===== src/rtl/ocmp_channel.sv =====
module ocmp_channel #(
  parameter int TW = 16
) (
  input  logic          clk,
  input  logic          rst_n,
  input  logic [TW-1:0] tmr_cnt,
  input  logic          tmr_pm,
  input  logic [TW-1:0] cmp_a,
  input  logic [TW-1:0] cmp_b,
  input  logic [2:0]    mode,
  input  logic          gpio_val,
  input  logic          flt_n,
  output logic          pin_o,
  output logic          irq_o,
  output logic          flt_o
);
  localparam logic [2:0] M_OFF  = 3'b000;
  localparam logic [2:0] M_HI   = 3'b001;
  localparam logic [2:0] M_LO   = 3'b010;
  localparam logic [2:0] M_TGL  = 3'b011;
  localparam logic [2:0] M_DLY  = 3'b100;
  localparam logic [2:0] M_CONT = 3'b101;
  localparam logic [2:0] M_PWMF = 3'b111;

  logic [2:0]    mode_q;
  logic [TW-1:0] duty_q;
  logic          pin_q, done_q, flt_q, flt_d, irq_q;
  logic          pin_n, done_n, irq_n, pin_init;

  wire chg      = mode != mode_q;
  wire hit_a    = tmr_cnt == cmp_a;
  wire hit_b    = tmr_cnt == cmp_b;
  wire hit_d    = tmr_cnt == duty_q;
  wire pwm_m    = mode_q[2:1] == 2'b11;
  wire guard    = (mode_q == M_PWMF) & (~flt_n | flt_q);
  wire flt_fall = flt_d & ~flt_n;

  always_comb begin
    case (mode)
      M_OFF:               pin_init = gpio_val;
      M_HI, M_DLY, M_CONT: pin_init = 1'b0;
      M_LO:                pin_init = 1'b1;
      M_TGL:               pin_init = pin_q;
      default:             pin_init = |cmp_a;
    endcase
  end

  always_comb begin
    pin_n  = pin_q;
    done_n = done_q;
    case (mode_q)
      M_OFF: pin_n = gpio_val;
      M_HI:  if (hit_a) pin_n = 1'b1;
      M_LO:  if (hit_a) pin_n = 1'b0;
      M_TGL: if (hit_a) pin_n = ~pin_q;
      M_DLY, M_CONT: begin
        if (hit_b && pin_q) begin
          pin_n = 1'b0;
          if (mode_q == M_DLY) done_n = 1'b1;
        end else if (hit_a && !pin_q && !done_q) begin
          pin_n = 1'b1;
        end
      end
      default: begin
        if (guard)       pin_n = 1'b0;
        else if (tmr_pm) pin_n = |cmp_b;
        else if (hit_d)  pin_n = 1'b0;
      end
    endcase
  end

  always_comb begin
    case (mode_q)
      M_HI:                irq_n = ~pin_q & pin_n;
      M_LO, M_DLY, M_CONT: irq_n = pin_q & ~pin_n;
      M_TGL:               irq_n = pin_q ^ pin_n;
      M_PWMF:              irq_n = flt_fall;
      default:             irq_n = 1'b0;
    endcase
  end

  always_ff @(posedge clk or negedge rst_n) begin
    if (!rst_n) begin
      mode_q <= M_OFF;
      duty_q <= '0;
      pin_q  <= 1'b0;
      done_q <= 1'b0;
      flt_q  <= 1'b0;
      flt_d  <= 1'b1;
      irq_q  <= 1'b0;
    end else begin
      flt_d <= flt_n;
      if (chg) begin
        mode_q <= mode;
        pin_q  <= pin_init;
        duty_q <= cmp_a;
        done_q <= 1'b0;
        flt_q  <= 1'b0;
        irq_q  <= 1'b0;
      end else begin
        pin_q  <= pin_n;
        done_q <= done_n;
        irq_q  <= irq_n;
        if (pwm_m && tmr_pm) duty_q <= cmp_b;
        if (mode_q == M_PWMF && !flt_n) flt_q <= 1'b1;
      end
    end
  end

  assign pin_o = pin_q & ~((mode_q == M_PWMF) & ~flt_n);
  assign irq_o = irq_q;
  assign flt_o = flt_q;
endmodule


===== config.mk =====
export PLATFORM = sky130hd
export DESIGN_NAME = ocmp_channel
export DESIGN_NICKNAME = d
export VERILOG_FILES = /design/src/rtl/ocmp_channel.sv
export SDC_FILE = /design/constraint.sdc
export NUM_CORES = 1
export LEC_CHECK = 0
export ABC_AREA = 1
export CORE_UTILIZATION = 44
export DETAILED_ROUTE_END_ITERATION = 6
export PLACE_DENSITY = 0.8
export SLEW_MARGIN = 5
export SYNTH_ARGS = -nofsm -noshare
export SYNTH_HDL_FRONTEND = slang
export SYNTH_SLANG_ARGS = --single-unit

===== constraint.sdc =====
create_clock -name clk -period 2.1 [get_ports clk]
set_input_delay 0.63 -clock clk [delete_from_list [all_inputs] [get_ports clk]]
set_output_delay 0.63 -clock clk [all_outputs]
set_load 0.01 [all_outputs]

==> out/results.ini, run 1 <==
[run_status]
status=finished with violations
violations=negative setup slack

[timing]
timing.final.hold_violations=0
timing.setup.tns_ps=-1140
worst_pin_slew_ps=350
layout_min_cycle_time_ps=2870
fin_hold_ws_ps=478
finClkSkew_ps=6.99
post-route-period-util_pct=137
max_slew_margin_pct=76.6
worst_slack_ps=-770
rsz0062_at_grt=yes
max_freq_mhz=348
finalMaxSlewViolations=0
final-setup-viol-count=2

[worst_setup_path]
required_ps=2270
path_class=in2reg
critical_path.max_stage_delay_ps=340
critPathBufInv=5
path_cells=dlygate4sd2_1 -> inv_2 -> nand2_1 -> nand4_1 -> nor4_4 -> inv_2 -> ha_4 -> inv_2 -> nor2_1 -> nor4_1 -> nand2_1 -> nand2_2 -> inv_2 -> ha_4 -> nor2_2 -> a221oi_2 -> a21oi_2
arrival_ps=3040
start_kind=primary input
reg2reg_to=irq_o$_DFF_PN0_
rr_worst_depth=13
path_delay_family=simple AND/OR/NAND/NOR gates
path_common_cell=inv_2
worst_setup_path_end_kind=flip-flop
cp_slowest_cell=nor4_4
reg2reg_slack_ps=-100
crit_fanout=3
rr_startpoint=pin_q$_DFFE_PN0P_

[worst_hold_path]
hold_depth=1
whs_endpoint=flt_d$_DFF_PN1_
hp-class=in2reg
hp-start=flt_n

[logic_synthesis]
synth_enable_flop_cells=0
synthTopCellsByCount=nand2_1, inv_1, nor2_1
async_flop_share_pct=100
syn_area_per_cell_um2=6.62
yosys.area.top_type=dfrtp_1
synthTopCellsByArea=dfrtp_1, nand2_1, inv_1
synth.most_common_cell=nand2_1
syn_area_um2=2180
synth_flop_cell=dfrtp_1
yosysTopAreaCellShare_pct=26.3
ys_warn_count=0
yosysUniqueCellTypes=37
synth_fp_nets=390
netlist_instances=330
ys_ff_latch=24
ys_seq_area_share_pct=27.5

[global_routing]
grt_remaining_overflow=0
grt_pass1_vias=2610
grt_max_degree=25
grt_pass1_wl_um=11500
antenna_found_initial=0
grt_usage_pct=28.1

[clocking]
holdBufCountCts=0
cts_tree=done
cts_made_buffers=3
clkSinkCount=24
h-tree-depth=1
clock_latency_ps=280
clockBufferDepth=2
clk_root_buffer_cell=clkbuf_8
clk_transition_reported_paths_ps=100

[die]
dieHeight_um=72.5
die_area_um2=5250
initial_core_util_pct=45.9
rows=25
fp.coreArea_um2=4750
die_w_um=72.5
io_pins=59

[detailed_routing]
viasPerCell=5.11
drt-initial-drc-count=127
antenna_left=0
detail_route.first_pass.iterations=4
wl_per_cell_um=14.1
num_vias=2635
route.detailed.drc=0
routed_wirelength_um=7280

[power]
comb_power_share_pct=39.3
power.density_nw_per_um2=446
switchingPower_uw=513
clkPwrFrac_pct=27.4
internal_power_uw=1060
p_leak_uw=0.00179
p_seq_share_pct=33.3
peakVddDrop_mv=0.337
netSwitchingFraction_pct=32.6

[place]
numPortBuffers=58
pre_cts_ws_ps=-1540
place_congestion=0.850
hpwl_um=5060

[layout]
layout-drive-gt1-share_pct=34.1
antenna_cells=0
nNetsFinal=510
syn_to_final_growth_pct=61.6

[flow_run]
maxCapViolCount=0

cells in the final DEF (no fill, tap or decap), types with 4 or more instances in the layout:
| master | instances |
|---|---|
| buf_8 | 4 |
| inv_4 | 4 |
| nand4_1 | 10 |
| nor2_1 | 33 |
| o221ai_2 | 10 |
| buf_6 | 12 |
| nor4_1 | 4 |
| nand3_1 | 21 |
| dfrtp_1 | 23 |
| clkdlybuf4s50_1 | 24 |
| inv_2 | 24 |
| xnor2_1 | 7 |
| inv_1 | 37 |
| nand2_2 | 6 |
| buf_4 | 53 |
| o221ai_1 | 6 |
| dlymetal6s2s_1 | 5 |
| clkbuf_2 | 8 |
| nand2_1 | 91 |
| dlygate4sd2_1 | 9 |
| xor2_1 | 6 |
| o21ai_0 | 4 |
sequential cells by signal, indices dropped and copies added (netlist names):
register  count
flt_d         1
flt_o         1
irq_o         1
duty_q       16
mode_q        3
pin_q         1
done_q        1
worst register-to-register path, delay by kind of cell, from the launching register on:
kind,cells,cell delay [ps]
fa+ha+maj,2,460
simple gates,5,370
compound gates,3,430
flops,1,480
buf+inv,3,370
how the worst max path moves through the flow:
stage                    start         endpoint  cells past startpoint
global route        tmr_cnt[1]  irq_o$_DFF_PN0_                     20
global placement    tmr_cnt[1]  irq_o$_DFF_PN0_                     19
CTS                 tmr_cnt[0]  irq_o$_DFF_PN0_                     19
detailed placement  tmr_cnt[1]  irq_o$_DFF_PN0_                     19
floorplan             cmp_a[4]  irq_o$_DFF_PN0_                     16
finish              tmr_cnt[9]  irq_o$_DFF_PN0_                     17
per-stage QoR:
step	utilization (%)	power (uW)	cell area, um2	instances
floorplan	-	788	2190	330
global placement	67.1	1050	3190	495
detailed placement	67.1	1070	3190	495
CTS	72.3	1530	3440	515
global route	74.3	1640	3530	516
finish	74.3	1570	3530	516
layer usage:
layer	GRT usage (%)	share of wire [%]	up-vias	routed length, um
li1	-	-	1299	-
met1	33.6	41	1220	3010
met2	51.2	51	97	3700
met3	2.92	5.2	19	376
met4	11.5	2.8	0	201
met5	0	0	-	0
area by class of cell:
type | count | area [um2]
inverters | 66 | 263
multi-input cells | 232 | 1410
flip-flops and latches | 24 | 602
clock inverters | 1 | 30.0
repair buffers | 123 | 1100
fillers | 350 | 1220
well taps | 67 | 83.8
clock buffers | 3 | 41.3
cell families after synthesis:
logic type | synth area share, %
AO/OA/AOI/OAI | 14.8
XOR/XNOR | 6.01
adder cells (fa/ha/maj) | 2.29
buffers and inverters | 13.8
flip-flops | 27.5
AND/OR/NAND/NOR | 35.5
timing repair:
item,4_1_cts,5_1_grt
setup endpoints to repair,3,5
cloned,0,0
setup buffers,20,3
endpoints found under the hold margin,0,0
resized for setup,78,58
pin swaps,25,25
power groups by stage:
stage          Combinational, uW  Sequential (uW)  Clock (uW)
2_1_floorplan                261              527           0
5_1_grt                      673              527         443
6_report                     619              524         430
3_3_place_gp                 527              528           0
4_1_cts                      573              521         431
3_5_place_dp                 540              531           0
(Power assumes the default switching activity.)
==> run 2, diff against run 1 <==
--- a/config.mk
+++ b/config.mk
@@ -5,10 +5,10 @@
 export SDC_FILE = /design/constraint.sdc
 export NUM_CORES = 1
 export LEC_CHECK = 0
-export ABC_AREA = 1
-export CORE_UTILIZATION = 44
+export CORE_UTILIZATION = 50
+export CTS_CLUSTER_DIAMETER = 50
 export DETAILED_ROUTE_END_ITERATION = 6
-export PLACE_DENSITY = 0.8
+export PLACE_DENSITY = 0.88
 export SLEW_MARGIN = 5
 export SYNTH_ARGS = -nofsm -noshare
 export SYNTH_HDL_FRONTEND = slang
==> constraint.sdc (replaced) <==
create_clock -name clk -period 3.4 [get_ports clk]
set_input_delay 1.02 -clock clk [delete_from_list [all_inputs] [get_ports clk]]
set_output_delay 1.02 -clock clk [all_outputs]
set_load 0.01 [all_outputs]
==> out/results.ini, run 2 <==
[place]
hpwl_um=4620
numPortBuffers=58
pre_cts_ws_ps=-693
place_congestion=0.914

[worst_setup_path]
crit_fanout=3
start_kind=primary input
required_ps=3610
arrival_ps=3710
path_class=in2reg
worst_setup_path_end_kind=flip-flop

[detailed_routing]
detail_route.first_pass.iterations=5
route.detailed.drc=0
viasPerCell=5.78
routed_wirelength_um=6440
drt-initial-drc-count=316
num_vias=2086
wl_per_cell_um=17.8
antenna_left=0

[run_status]
violations=negative setup slack
status=finished with violations

[logic_synthesis]
syn_area_per_cell_um2=8.98
ys_ff_latch=24
synth_flop_cell=dfrtp_1
ys_warn_count=0
syn_area_um2=1870
yosys.area.top_type=dfrtp_1
netlist_instances=208
synth_enable_flop_cells=0
synth_top_family_by_area=XOR/XNOR gates
synthAdderAreaFrac_pct=2.68
yosysTopAreaCellShare_pct=30.8
ys_seq_area_share_pct=32.2
yosysUniqueCellTypes=34
synth.most_common_cell=xnor2_1
async_flop_share_pct=100
synthTopCellsByCount=xnor2_1, dfrtp_1, nand2_1
synthSimpleGateAreaFrac_pct=17.8
synthTopCellsByArea=dfrtp_1, xnor2_1, mux2i_1
synth_fp_nets=268
synth_mux_area_share_pct=8.57
synth_xor_area_share_pct=23.9
synth_compound_area_share_pct=11.4

[layout]
layout_commonest_cell=buf_4
final_util_pct=83.8
layout-drive-gt1-share_pct=32.4
regMostFlops=duty_q
nNetsFinal=376
antenna_cells=0
largest_reg_flops=16
final_cell_mix=buf_4, xnor2_1, clkdlybuf4s50_1
syn_to_final_growth_pct=55.6
reg.largest.list=duty_q x16, mode_q x3

[timing]
finClkSkew_ps=0.506
layout_min_cycle_time_ps=3500
worst_pin_slew_ps=502
max_freq_mhz=285
timing.setup.tns_ps=-104
final-setup-viol-count=1
finalMaxSlewViolations=0
worst_slack_ps=-104
post-route-period-util_pct=103
fin_hold_ws_ps=533
rsz0062_at_grt=yes
max_slew_margin_pct=66.3
timing.final.hold_violations=0

[die]
fp.coreArea_um2=3470
rows=21
dieHeight_um=63.1
initial_core_util_pct=53.9
die_w_um=63.1
io_pins=59
die_area_um2=3980

[power]
power_uw=918
p_seq_share_pct=36.6
netSwitchingFraction_pct=30.0
internal_power_uw=642
p_leak_uw=0.00137
peakVddDrop_mv=0.235
comb_power_share_pct=35.2
power.density_nw_per_um2=316
clkPwrFrac_pct=28.2
switchingPower_uw=276

[global_routing]
grt_remaining_overflow=0
grt_max_degree=38
grt_usage_pct=33.3
grt_pass1_vias=2191
antenna_found_initial=0
grt_pass1_wl_um=10100

[clocking]
cts_made_buffers=3
h-tree-depth=1
clockBufferDepth=2
clock_latency_ps=270
clk_transition_reported_paths_ps=90
clk_root_buffer_cell=clkbuf_8
holdBufCountCts=0
cts_tree=done
clkSinkCount=24

[flow_run]
maxCapViolCount=0

[worst_hold_path]
hp-class=reg2reg

run 2: power groups by stage:
stage / Combinational (uW) / Clock, uW / Sequential, uW
2_1_floorplan: 138 / 0 / 331
3_3_place_gp: 294 / 0 / 338
3_5_place_dp: 305 / 0 / 341
4_1_cts: 309 / 259 / 335
5_1_grt: 345 / 269 / 339
6_report: 323 / 259 / 336
run 2: critical path, cell delays in order:
cell	delay, ps
buf_8	110
xor2_2	170
nor4_2	320
nand4_1	200
ha_1	310
and2_4	130
a211o_1	270
a22oi_2	110
o211ai_1	150
o21a_1	160
ha_1	270
o21ai_1	140
a22o_1	160
nand2_1	60
a21oi_2	130
run 2: metrics by stage:
stage / std cells / cell area, um2
6_report: 361 / 2910
3_5_place_dp: 351 / 2830
2_1_floorplan: 208 / 1870
4_1_cts: 359 / 2890
3_3_place_gp: 351 / 2830
5_1_grt: 361 / 2910
run 2: worst paths after layout:
| kind | endpoint | cells after the start | from | slack [ps] |
|---|---|---|---|---|
| setup / recovery | irq_o$_DFF_PN0_ | 15 | tmr_cnt[3] | -100 |
| hold / removal | flt_o$_DFFE_PN0P_ | 2 | flt_o$_DFFE_PN0P_ | 530 |
| setup reg to reg | irq_o$_DFF_PN0_ | 12 | pin_q$_DFFE_PN0P_ | 830 |
| hold reg to reg | flt_o$_DFFE_PN0P_ | 2 | flt_o$_DFFE_PN0P_ | 530 |
| max in group asynchronous | flt_d$_DFF_PN1_ | 2 | rst_n | 1990 |
| min in group asynchronous | duty_q[0]$_DFFE_PN0P_ | 2 | rst_n | 1110 |
run 2: what timing repair did:
action | CTS | global route
endpoints found under the setup margin | 2 | 2
resized for setup | 113 | 22
setup buffers | 4 | 2
pin swaps | 22 | 14
run 2: kinds of logic (layout without fill, tap and decap cells):
| group | count (synthesis) | count (layout) |
|---|---|---|
| buffers and inverters | 14 | 121 |
| xor gates and xnor gates | 51 | 51 |
| and+or+nand+nor | 63 | 63 |
| muxes | 16 | 16 |
| DFF | 24 | 24 |
| adders and majority gates | 4 | 4 |
| AOI/OAI and AO/OA | 36 | 36 |
run 2: cell type report:
class                           count  area, um2
Multi-Input combinational cell    170       1270
Clock buffer                        3       41.3
Timing Repair Buffer              113        892
Tap cell                           46       57.6
Clock inverter                      1       30.0
Sequential cell                    24        602
Inverter                            4       15.0
Fill cell                         195        562
run 2: routing by layer:
layer	up-vias	share of wire [%]	routed length (um)	GRT usage, %
met3	26	6.6	423	6.70
met5	-	0	0	0
met4	0	4.5	287	18.3
met1	993	39	2480	38.5
li1	940	-	-	-
met2	127	50	3240	57.1
